## src/rtl/banked_addr_ptr_pkg.sv

```systemverilog
package banked_addr_ptr_pkg;

  typedef enum logic {
    BANK_LOWER = 1'b0,
    BANK_UPPER = 1'b1
  } bank_e;

  typedef struct packed {
    logic sel_lo;
    logic sel_hi;
    logic rd_bank;
  } bank_cmd_t;

  typedef enum logic [1:0] {
    PTR_HOLD = 2'd0,
    PTR_LOAD = 2'd1,
    PTR_INCR = 2'd2
  } ptr_op_e;

endpackage

```

## src/rtl/bank_sel_ctrl.sv

```systemverilog
module bank_sel_ctrl
  import banked_addr_ptr_pkg::*;
(
  input  logic      clk_i,
  input  logic      rst_ni,
  input  bank_cmd_t cmd_i,
  input  logic      wr_busy_i,
  output bank_e     bank_o,
  output logic      rsp_valid_o,
  output bank_e     rsp_bank_o
);

  bank_e bank_q, bank_d;
  logic  rsp_valid_q;
  bank_e rsp_bank_q;

  // lower select has priority; busy blocks both
  always_comb begin
    bank_d = bank_q;
    if (!wr_busy_i) begin
      if (cmd_i.sel_lo)      bank_d = BANK_LOWER;
      else if (cmd_i.sel_hi) bank_d = BANK_UPPER;
    end
  end

  always_ff @(posedge clk_i or negedge rst_ni) begin
    if (!rst_ni) begin
      bank_q      <= BANK_LOWER;
      rsp_valid_q <= 1'b0;
      rsp_bank_q  <= BANK_LOWER;
    end else begin
      bank_q      <= bank_d;
      rsp_valid_q <= cmd_i.rd_bank;
      if (cmd_i.rd_bank) rsp_bank_q <= bank_q;
    end
  end

  assign bank_o      = bank_q;
  assign rsp_valid_o = rsp_valid_q;
  assign rsp_bank_o  = rsp_bank_q;

  AST_SEL_UPPER: assert property (@(posedge clk_i) disable iff (!rst_ni)
    (cmd_i.sel_hi && !cmd_i.sel_lo && !wr_busy_i) |=> bank_o == BANK_UPPER);
  AST_SEL_LOWER: assert property (@(posedge clk_i) disable iff (!rst_ni)
    (cmd_i.sel_lo && !wr_busy_i) |=> bank_o == BANK_LOWER);
  AST_BUSY_KEEPS_BANK: assert property (@(posedge clk_i) disable iff (!rst_ni)
    wr_busy_i |=> $stable(bank_o));
  AST_DUAL_SEL_LOWER: assert property (@(posedge clk_i) disable iff (!rst_ni)
    (cmd_i.sel_lo && cmd_i.sel_hi && !wr_busy_i) |=> bank_o == BANK_LOWER);
  AST_QUERY_RSP: assert property (@(posedge clk_i) disable iff (!rst_ni)
    cmd_i.rd_bank |=> (rsp_valid_o && rsp_bank_o == $past(bank_o)));
  AST_NO_SPURIOUS_RSP: assert property (@(posedge clk_i) disable iff (!rst_ni)
    !cmd_i.rd_bank |=> !rsp_valid_o);

endmodule

```

## src/rtl/byte_ptr_ctr.sv

```systemverilog
module byte_ptr_ctr
  import banked_addr_ptr_pkg::*;
#(
  parameter int unsigned PTR_W = 8
) (
  input  logic             clk_i,
  input  logic             rst_ni,
  input  logic             load_i,
  input  logic [PTR_W-1:0] load_addr_i,
  input  logic             incr_i,
  output logic [PTR_W-1:0] ptr_o
);

  localparam logic [PTR_W-1:0] PtrOne = PTR_W'(1);

  ptr_op_e          op;
  logic [PTR_W-1:0] ptr_q, ptr_d;

  // load beats increment
  always_comb begin
    if (load_i)      op = PTR_LOAD;
    else if (incr_i) op = PTR_INCR;
    else             op = PTR_HOLD;
  end

  // natural modulo wrap keeps the pointer inside one bank
  always_comb begin
    unique case (op)
      PTR_LOAD: ptr_d = load_addr_i;
      PTR_INCR: ptr_d = ptr_q + PtrOne;
      default:  ptr_d = ptr_q;
    endcase
  end

  always_ff @(posedge clk_i or negedge rst_ni) begin
    if (!rst_ni) ptr_q <= '0;
    else         ptr_q <= ptr_d;
  end

  assign ptr_o = ptr_q;

  AST_LOAD_TAKES: assert property (@(posedge clk_i) disable iff (!rst_ni)
    load_i |=> ptr_o == $past(load_addr_i));
  AST_INCR_STEP: assert property (@(posedge clk_i) disable iff (!rst_ni)
    (incr_i && !load_i) |=> ptr_o == PTR_W'($past(ptr_o) + 1'b1));
  AST_WRAP_ZERO: assert property (@(posedge clk_i) disable iff (!rst_ni)
    (incr_i && !load_i && (&ptr_o)) |=> ptr_o == '0);
  AST_HOLD_IDLE: assert property (@(posedge clk_i) disable iff (!rst_ni)
    (!incr_i && !load_i) |=> $stable(ptr_o));

endmodule

```

## src/rtl/banked_addr_ptr.sv

```systemverilog
module banked_addr_ptr
  import banked_addr_ptr_pkg::*;
#(
  parameter int unsigned PTR_W = 8,
  localparam int unsigned PHYS_W = PTR_W + 1
) (
  input  logic              clk_i,
  input  logic              rst_ni,
  input  logic              sel_lo_i,
  input  logic              sel_hi_i,
  input  logic              rd_bank_i,
  input  logic              wr_busy_i,
  input  logic              load_i,
  input  logic [PTR_W-1:0]  load_addr_i,
  input  logic              incr_i,
  output logic [PHYS_W-1:0] phys_addr_o,
  output logic              bank_o,
  output logic              bank_rsp_valid_o,
  output logic              bank_rsp_o
);

  bank_cmd_t        cmd;
  bank_e            bank, rsp_bank;
  logic [PTR_W-1:0] ptr;

  assign cmd = '{sel_lo: sel_lo_i, sel_hi: sel_hi_i, rd_bank: rd_bank_i};

  bank_sel_ctrl u_bank (
    .clk_i       (clk_i),
    .rst_ni      (rst_ni),
    .cmd_i       (cmd),
    .wr_busy_i   (wr_busy_i),
    .bank_o      (bank),
    .rsp_valid_o (bank_rsp_valid_o),
    .rsp_bank_o  (rsp_bank)
  );

  byte_ptr_ctr #(.PTR_W(PTR_W)) u_ptr (
    .clk_i       (clk_i),
    .rst_ni      (rst_ni),
    .load_i      (load_i),
    .load_addr_i (load_addr_i),
    .incr_i      (incr_i),
    .ptr_o       (ptr)
  );

  assign phys_addr_o = {bank, ptr};
  assign bank_o      = bank;
  assign bank_rsp_o  = rsp_bank;

  // bank bit survives a pointer wrap
  AST_WRAP_KEEPS_BANK: assert property (@(posedge clk_i) disable iff (!rst_ni)
    (incr_i && !load_i && !sel_lo_i && !sel_hi_i) |=> $stable(bank_o));
  AST_RESET_STATE: assert property (@(posedge clk_i)
    !rst_ni |-> (phys_addr_o == '0 && !bank_rsp_valid_o));

endmodule

```

## config.mk

```make
export PLATFORM = sky130hd
export DESIGN_NAME = banked_addr_ptr
export DESIGN_NICKNAME = d
export VERILOG_FILES = /design/src/rtl/banked_addr_ptr_pkg.sv /design/src/rtl/bank_sel_ctrl.sv /design/src/rtl/byte_ptr_ctr.sv /design/src/rtl/banked_addr_ptr.sv
export SDC_FILE = /design/constraint.sdc
export NUM_CORES = 1
export LEC_CHECK = 0
export ABC_AREA = 1
export BUFFER_PORTS_ARGS = -buffer_cell sky130_fd_sc_hd__buf_2
export CORE_MARGIN = 2
export CORE_UTILIZATION = 40
export DETAILED_ROUTE_END_ITERATION = 8
export HOLD_SLACK_MARGIN = 0.1
export MAX_ROUTING_LAYER = met4
export PLACE_DENSITY_LB_ADDON = 0.08
export SLEW_MARGIN = 30
export SYNTH_ARGS = -nofsm -noshare
export SYNTH_HDL_FRONTEND = slang
export SYNTH_SLANG_ARGS = --single-unit
```

## constraint.sdc

```tcl
create_clock -name clk_i -period 1 [get_ports clk_i]
set_input_delay 0.2 -clock clk_i [delete_from_list [all_inputs] [get_ports clk_i]]
set_output_delay 0.2 -clock clk_i [all_outputs]
set_load 0.005 [all_outputs]
```

After elaboration in Yosys (flattened, before gate mapping):

Index checks and enable logic that the tools add are counted.

* output and inout bits: 12
* register bits: 11
* word-level logic and storage cells: 16

* eq/ne operators: 2
* reduce and logical (&&, ||, !) cells: 3
* bitwise gates (word level): 1
* add/sub/neg operators: 1
* muxes and demuxes: 5

Operators by type and width (count)
* $pmux W8 S2: 1
* $add A8 B1 Y8 const B: 1
* $mux W2: 2
* $reduce_bool A2 Y1: 2
* $eq A2 B1 Y1 const B: 1
* $eq A2 B2 Y1 const B: 1
* $mux W1: 2
* $reduce_and A2 Y1: 1
* $not A1 Y1: 1

Logic depth before layout (Yosys ltp):

Gate-level depths: netlist (run 1).

* depth after elaboration: 4
* depth in mapped cells: 7

By module:

From an unflattened synthesis (run 1), not the netlist that was laid out.

* cells, all modules: 80
* area total of the unflattened synthesis: 620.6 µm²

Modules (own cells, without submodules)
* byte_ptr_ctr: times used 1, area an instance 501.7 µm², sequential area each 200.2 µm², cells an instance 68
* bank_sel_ctrl: times used 1, area an instance 111.4 µm², sequential area each 75.1 µm², cells an instance 11
* banked_addr_ptr: times used 1, area an instance 7.5 µm², sequential area each 0.0 µm², cells an instance 1

Least setup slack after synthesis (run 1):

OpenSTA, ideal clock, no wires.

* path kind: register to register
* start point: register u_ptr.ptr_q[0] (netlist: u_ptr.ptr_o[0])
* end point: register u_ptr.ptr_q[6] (netlist: u_ptr.ptr_o[6])
* setup time: 0.121 ns
* period minus slack after synthesis: 1.109 ns
* cell stages (with the launch flop): 8
* path slack: -0.109 ns
* arrival time: 0.988 ns
* cells stage by stage: dfrtp_1 ha_1 nand2_1 inv_1 nand3_1 nand2_1 nand3_1 nand2_1

* longest elaborated chain between the ends: 2

Ends and longest elaborated chain
* start, declared: line byte_ptr_ctr.sv:17 `logic [PTR_W-1:0] ptr_q, ptr_d;`
* start signal, assigned: line byte_ptr_ctr.sv:37 `else ptr_q <= ptr_d;`
* $add A8 B1 Y8: line byte_ptr_ctr.sv:30 `PTR_INCR: ptr_d = ptr_q + PtrOne;`
* $pmux W8 S2: line byte_ptr_ctr.sv:28 `unique case (op)`

No other way between the ends.
A chain may end at the register's enable or synchronous reset.

Worst setup path after layout (run 1):

* start point: register u_ptr.ptr_q[0] (netlist: u_ptr.ptr_o[0])
* end point: output port phys_addr_o[0]

RTL lines
* end, declared: line banked_addr_ptr.sv:16 `output logic [PHYS_W-1:0] phys_addr_o,`

No word-level cell between the ends.

==> results.md, run 1 <==
* Status: finished, violations left
* Failing checks: setup timing
* WHS at 140 ps
* # H-tree levels at 1
* Port Buffers at 27
* Setup TNS at -1350 ps
* Final min period at 1230 ps
* Clock-pin slew on the worst setup and hold paths at 80 ps
* Distinct cells, synth at 19
* Cell with the most instances after synthesis: nand2_1
* Post-DR wirelength/cell at 13.0 um
* Relative slew slack at 0.824
* Slowest stage delay, CP at 410 ps
* Synth top cells by count: nand2_1, dfrtp_1, nand3_1
* Max-cap violations at 0
* Clock Tree Buf Depth at 2
* Final hold vios at 0
* Syn. warnings at 0
* Overall power at 1.38 mW
* Clk_lat worst skew at 280 ps
* Clk root buf: clkbuf_4
* Area leader, netlist: dfrtp_1
* Worst Path Arrival at 1030 ps
* Sequential cell area fraction in the yosys report at 0.437
* Sum of buffers and inverters on the critical path at 3
* Dpl cell area at 847 um^2
* Ys flop type: dfrtp_1
* TritonCTS Buffers at 3
* Initial antenna violation count at 0
* Crit path max fanout at 2
* Vias in the first global route at 756
* Worst hold stages at 3
* Yosys reg bits at 11
* First-pass GRT wire length at 3.17 mm
* 1st-iter DRT viols at 10
* Leak Pwr at 0.563 nW
* Clk_skew at 3.94 ps
* Syn Nets at 90
* Wirelength, routed at 1.80 mm
* CP max-delay cell: dfrtp_1
* Share of layout cells above drive strength 1 at 0.585
* Delay-heaviest family, CP: flip-flops
* Largest net degree at the start of global routing at 12
* Reg2reg path depth at 7
* Clock Power Share at 0.231
* Synth async-reset ratio at 1.00
* Pwr/cell area at 1260 mW/mm^2
* Nets@finish at 141
* Top-area cell type share of the netlist area at 0.437
* Startpoint type of the worst setup path: flop
* Total track usage at 0.237
* Worst endpoint required time at 800 ps
* Psw at 0.435 mW
* Cell area after layout at 0.00109 mm^2
* Worst slew pin tran at 264 ps
* Die Area at 0.00191 mm^2
* Worst path depth at 3
* Starting Density at 0.424
* DR vias at 684
* # IOs at 28
* Die Span Y at 43.7 um
* Slew Limit Fails at 0
* Residual DRC at 0
* Crit Path Category: flop to output pin
* Area Growth Syn to Fin at 73.0%
* Combinational power share at 0.379
* Synth area leaders: dfrtp_1, nand2_1, a22oi_1
* Peak Freq at 0.813 GHz
* Sequential Power Share at 0.390
* Mean cell area of the mapped netlist at 8.64 um^2
* Core Area at 0.00149 mm^2
* Final setup vio count at 13
* Core Rows at 14
* Setup crit end kind: output pin
* Fin crit share at 1.23
* R2r setup slk at -220 ps
* Remaining antenna violation count at 0
* Crit path top cell by count: buf_6
* Pre-antenna DRT Iters at 4
* DP Wirelength at 1.18 mm
* RSZ-0062 raised after global routing: true
* Number of flops mapped to enable cells by yosys at 0
* Worst setup margin at -230 ps
* Global route total overflow at 0
* Gpl congestion at 0.788
* Vias per inst at 4.92
* CP Cell Sequence: buf_6 -> buf_6 -> buf_6
* Switching Share at 0.315
* # fillers at 117
* CTS tree: done
* Die X at 43.7 um
* Post-synthesis cell area at 631 um^2
* Min-Delay Path Class: primary input to flop
* P_int at 0.944 mW
* Synth Instances at 73
* Worst vdd ir at 0.971 mV
* CTS Sinks at 11
* Antenna cells at 0
-- cells in the final DEF (no fill, tap or decap), drive strengths merged --
master,count
nand4,1
o21ai,6
nor3,1
dfrtp,11
buf,45
dlygate4sd3,3
nor2,4
ha,1
a22oi,6
clkbuf,4
a21oi,3
nand2,21
nand3,7
inv,9
mux2,1
-- state kept, by name, indices dropped and copies added (netlist names) --
| register | count |
|---|---|
| u_ptr.ptr_o | 8 |
| u_bank.bank_o | 1 |
| u_bank.rsp_bank_o | 1 |
| u_bank.rsp_valid_o | 1 |
-- power groups by stage --
| stage | Clock [mW] | Sequential (mW) | Combinational, mW |
|---|---|---|---|
| floorplan | 0 | 0.561 | 0.146 |
| global placement | 0 | 0.541 | 0.335 |
| detailed placement | 0 | 0.543 | 0.342 |
| CTS | 0.329 | 0.533 | 0.484 |
| global route | 0.341 | 0.544 | 0.574 |
| finish | 0.319 | 0.537 | 0.523 |
-- metal layers --
metal | track usage | share of wire | vias to the layer above
met5 | - | 0 | -
met4 | 0.109 | 0.019 | 0
met3 | 0.0375 | 0.038 | 5
met2 | 0.409 | 0.56 | 17
met1 | 0.265 | 0.38 | 318
li1 | - | - | 344
-- worst min-delay path, stage by stage --
cell,delay [ps]
buf_2,70
nand2_1,40
nand3_1,70
-- timing repair --
item,in CTS,in global routing
setup buffers,8,1
resized for setup,17,12
pin swaps,3,6
endpoints found under the hold margin,13,0
hold buffers,3,0
setup endpoints to repair,15,18
-- cell type report --
class,count,area (um^2),share of cell area
Sequential cell,11,277,0.253
Inverter,9,38.8,0.0356
Multi-Input combinational cell,51,362,0.331
Tap cell,16,20.0,0.0183
Clock buffer,4,26.3,0.0241
Timing Repair Buffer,48,368,0.337
-- kinds of logic (layout without fill, tap and decap cells) --
family	after synthesis	count (layout)	share of synthesized area
AOI/OAI and AO/OA	15	15	0.143
adders and majority gates	1	1	0.0198
buffers and inverters	11	61	0.0873
DFF	11	11	0.437
muxes	1	1	0.0179
and+or+nand+nor	34	34	0.296
-- path summary, 6_finish.rpt --
check	to	start
min in group asynchronous	u_ptr.ptr_o[2]	rst_ni
setup reg to reg	u_ptr.ptr_o[4]	u_ptr.ptr_o[0]
hold / removal	u_ptr.ptr_o[0]	load_addr_i[0]
setup / recovery	phys_addr_o[0]	u_ptr.ptr_o[0]
max in group asynchronous	u_ptr.ptr_o[1]	rst_ni
hold reg to reg	u_bank.rsp_bank_o	u_bank.rsp_bank_o
-- metrics by stage --
| stage | instances | setup WS, ps | utilization |
|---|---|---|---|
| after global routing | 139 | -300 | 0.733 |
| final | 139 | -230 | 0.733 |
| after CTS | 139 | -220 | 0.703 |
| after floorplan | 73 | -99.0 | - |
| after global placement | 124 | -37.8 | 0.569 |
| after detailed placement | 124 | -82.1 | 0.569 |
Note: power is estimated with default switching activity, not from simulation.
==> run 2: changes to the inputs <==
--- a/config.mk
+++ b/config.mk
@@ -7,7 +7,7 @@
 export LEC_CHECK = 0
 export ABC_AREA = 1
 export BUFFER_PORTS_ARGS = -buffer_cell sky130_fd_sc_hd__buf_2
-export CORE_MARGIN = 2
+export CORE_MARGIN = 1.5
 export CORE_UTILIZATION = 40
 export DETAILED_ROUTE_END_ITERATION = 8
 export HOLD_SLACK_MARGIN = 0.1
@@ -16,4 +16,5 @@
 export SLEW_MARGIN = 30
 export SYNTH_ARGS = -nofsm -noshare
 export SYNTH_HDL_FRONTEND = slang
+export SYNTH_HIERARCHICAL = 1
 export SYNTH_SLANG_ARGS = --single-unit
==> run 2 against run 1 <==
The flow still finishes with violations (setup timing). Die area fell by 5.9%. Design area fell by 17%. Utilization fell by 12 points. Clock-buffer cell count fell by 1. Clock power barely moved. Cell count fell by 1.4%. Power fell by 13%. Synthesized cell count rose by 9.6%. Register-to-register slack improved by 80 ps. Global-route usage fell by 3.0 points. Critical path type is now flop to flop. Critical endpoint is now u_ptr/ptr_o[4]. Largest power group unchanged. Highest routed layer unchanged.
==> results.md, run 2 <==
* Status: finished, violations left
* Failing checks: setup timing
* TritonCTS Buffers at 3
* Yosys reg bits at 11
* Ys flop type: dfrtp_1
* Hold_sp: load_addr_i[1]
* Max reg flops at 8
* Port Buffers at 27
* Cell with the most instances after synthesis: nand2_1
* Global route total overflow at 0
* Initial antenna violation count at 0
* Remaining antenna violation count at 0
* R2R Path End: u_ptr/ptr_o[4]
* Die X at 42.4 um
* Crit Path Category: flop to flop
* Residual DRC at 0
* Overall power at 1.19 mW
* Clk root buf: clkbuf_4
* Startpoint type of the worst setup path: flop
* Synth async-reset ratio at 1.00
* Setup TNS at -593 ps
* Worst R2R Start: u_ptr/ptr_o[0]
* Fin crit share at 1.14
* Combinational power share at 0.288
* Wirelength, routed at 1.58 mm
* Worst setup margin at -139 ps
* Max-cap violations at 0
* Syn Nets at 97
* Pre-antenna DRT Iters at 4
* Post-DR wirelength/cell at 11.6 um
* Top-area cell type share of the netlist area at 0.444
* Switching Share at 0.314
* Synth Instances at 80
* Clock-pin slew on the worst setup and hold paths at 80 ps
* Worst hold stages at 3
* WHS at 146 ps
* Psw at 0.375 mW
* Pre-CTS setup slack at -92.8 ps
* Worst slew pin tran at 256 ps
* Hold EP: u_ptr/ptr_o[1]
* # fillers at 142
* Final hold vios at 0
* Min-Delay Path Class: primary input to flop
* # H-tree levels at 1
* # IOs at 28
* DR vias at 674
* 1st-iter DRT viols at 16
* Commonest cells after routing, fill and taps aside: buf_2, nand2_1, dfrtp_1
* Sequential cell area fraction in the yosys report at 0.444
* P_int at 0.819 mW
* Non-filler cells in the finished layout at 137
* Reg2reg path depth at 6
* Final setup vio count at 12
* Post-synthesis cell area at 621 um^2
* Worst vdd ir at 0.794 mV
* Die Span Y at 42.4 um
* Post-layout util at 0.614
* Clk_lat worst skew at 270 ps
* Clock Power Share at 0.264
* CTS Sinks at 11
* Crit path max fanout at 3
* Vias per inst at 4.92
* Gpl congestion at 0.776
* Distinct cells, synth at 20
* Starting Density at 0.422
* Number of flops mapped to enable cells by yosys at 0
* CTS tree: done
* Relative slew slack at 0.829
* Peak Freq at 0.878 GHz
* Slew Limit Fails at 0
* Mean cell area of the mapped netlist at 7.76 um^2
* Vias in the first global route at 678
* Core Rows at 14
* RSZ-0062 raised after global routing: true
* Syn. warnings at 6
* Clock Tree Buf Depth at 2
* Worst Path Arrival at 1300 ps
* Area leader, netlist: dfrtp_1
* Worst endpoint required time at 1160 ps
* Core Area at 0.00147 mm^2
* DP Wirelength at 1.14 mm
* First-pass GRT wire length at 2.73 mm
* Nets@finish at 139
* Largest net degree at the start of global routing at 12
* Commonest non-fill, non-tap cell in the layout: buf_2
* Cell area after layout at 903 um^2
* Dpl cell area at 802 um^2
* Area Growth Syn to Fin at 45.6%
* Antenna cells at 0
* Synth top cells by count: nand2_1, dfrtp_1, inv_1
* Clk_skew at 2.62 ps
* Pwr/cell area at 1320 mW/mm^2
* Dpl cells at 126
* Sequential Power Share at 0.447
* R2r setup slk at -140 ps
* Total track usage at 0.207
* Setup crit end kind: flop
* Synth area leaders: dfrtp_1, nand2_1, nand3_1
* Leak Pwr at 0.494 nW
* Share of layout cells above drive strength 1 at 0.430
* Die Area at 0.00180 mm^2
* Final min period at 1140 ps
==> run 2: cell count changes after synthesis, moves of 3 or more <==
cell,before,now
nor2_4,3,0
nor2_1,0,6
inv_1,6,10
nand2_2,3,0
nor2_2,0,3
nand2_1,18,23
o21ai_1,5,0
==> run 2: power groups by stage <==
stage                     clock network, mW  registers (mW)  logic [mW]
after floorplan                           0           0.556       0.139
after global placement                    0           0.546       0.281
after detailed placement                  0           0.549       0.286
after CTS                             0.325           0.537       0.327
after global routing                  0.346           0.543       0.386
final                                 0.316           0.534       0.344
==> run 2: final cells by class <==
class	instances	area [um^2]	area share
sequential	11	277	0.306
tap	16	20.0	0.0222
clock buffer	3	22.5	0.0249
clock inverter	1	5.00	0.00554
timing repair buffer	39	240	0.266
multi-input combinational	55	294	0.325
inverter	12	45.0	0.0499
==> run 2: repair_timing <==
action                                  4_1_cts  5_1_grt
hold endpoints to repair                     12        0
hold buffers                                  2        0
setup buffers                                 4        1
resized for setup                             3        2
endpoints found under the setup margin       15       17
==> run 2: logic make-up after synthesis <==
| family | after synthesis | share of synthesized area |
|---|---|---|
| AO/OA/AOI/OAI | 10 | 0.111 |
| XOR/XNOR | 1 | 0.0141 |
| adder cells (fa/ha/maj) | 1 | 0.0202 |
| buffers and inverters | 14 | 0.103 |
| flip-flops | 11 | 0.444 |
| AND/OR/NAND/NOR | 43 | 0.308 |
==> run 2: how the worst max path moves through the flow <==
| stage | startpoint | slack [ps] | to | cells after the start |
|---|---|---|---|---|
| after floorplan | u_ptr/ptr_o[0] | -120 | u_ptr/ptr_o[4] | 6 |
| after global placement | u_ptr/ptr_o[1] | -70 | u_ptr/ptr_o[4] | 6 |
| after detailed placement | u_ptr/ptr_o[1] | -90 | u_ptr/ptr_o[4] | 6 |
| after CTS | u_ptr/ptr_o[1] | -140 | phys_addr_o[1] | 2 |
| after global routing | u_ptr/ptr_o[0] | -220 | u_ptr/ptr_o[4] | 6 |
| final | u_ptr/ptr_o[0] | -140 | u_ptr/ptr_o[4] | 6 |
==> run 2: per-layer routing <==
metal | wire length (um) | up-vias | track usage
met5 | 0 | - | -
met4 | 8 | 0 | 0.0375
met3 | 101 | 2 | 0.0603
met1 | 688 | 311 | 0.237
li1 | - | 337 | -
met2 | 786 | 24 | 0.363
==> run 2: worst max-delay path: stages, from the launching register on <==
cell and delay, ps:
dfrtp_1 400, ha_2 190, nand3_2 70, inv_2 40
or2_0 190, nand3_1 80, nand2_1 50
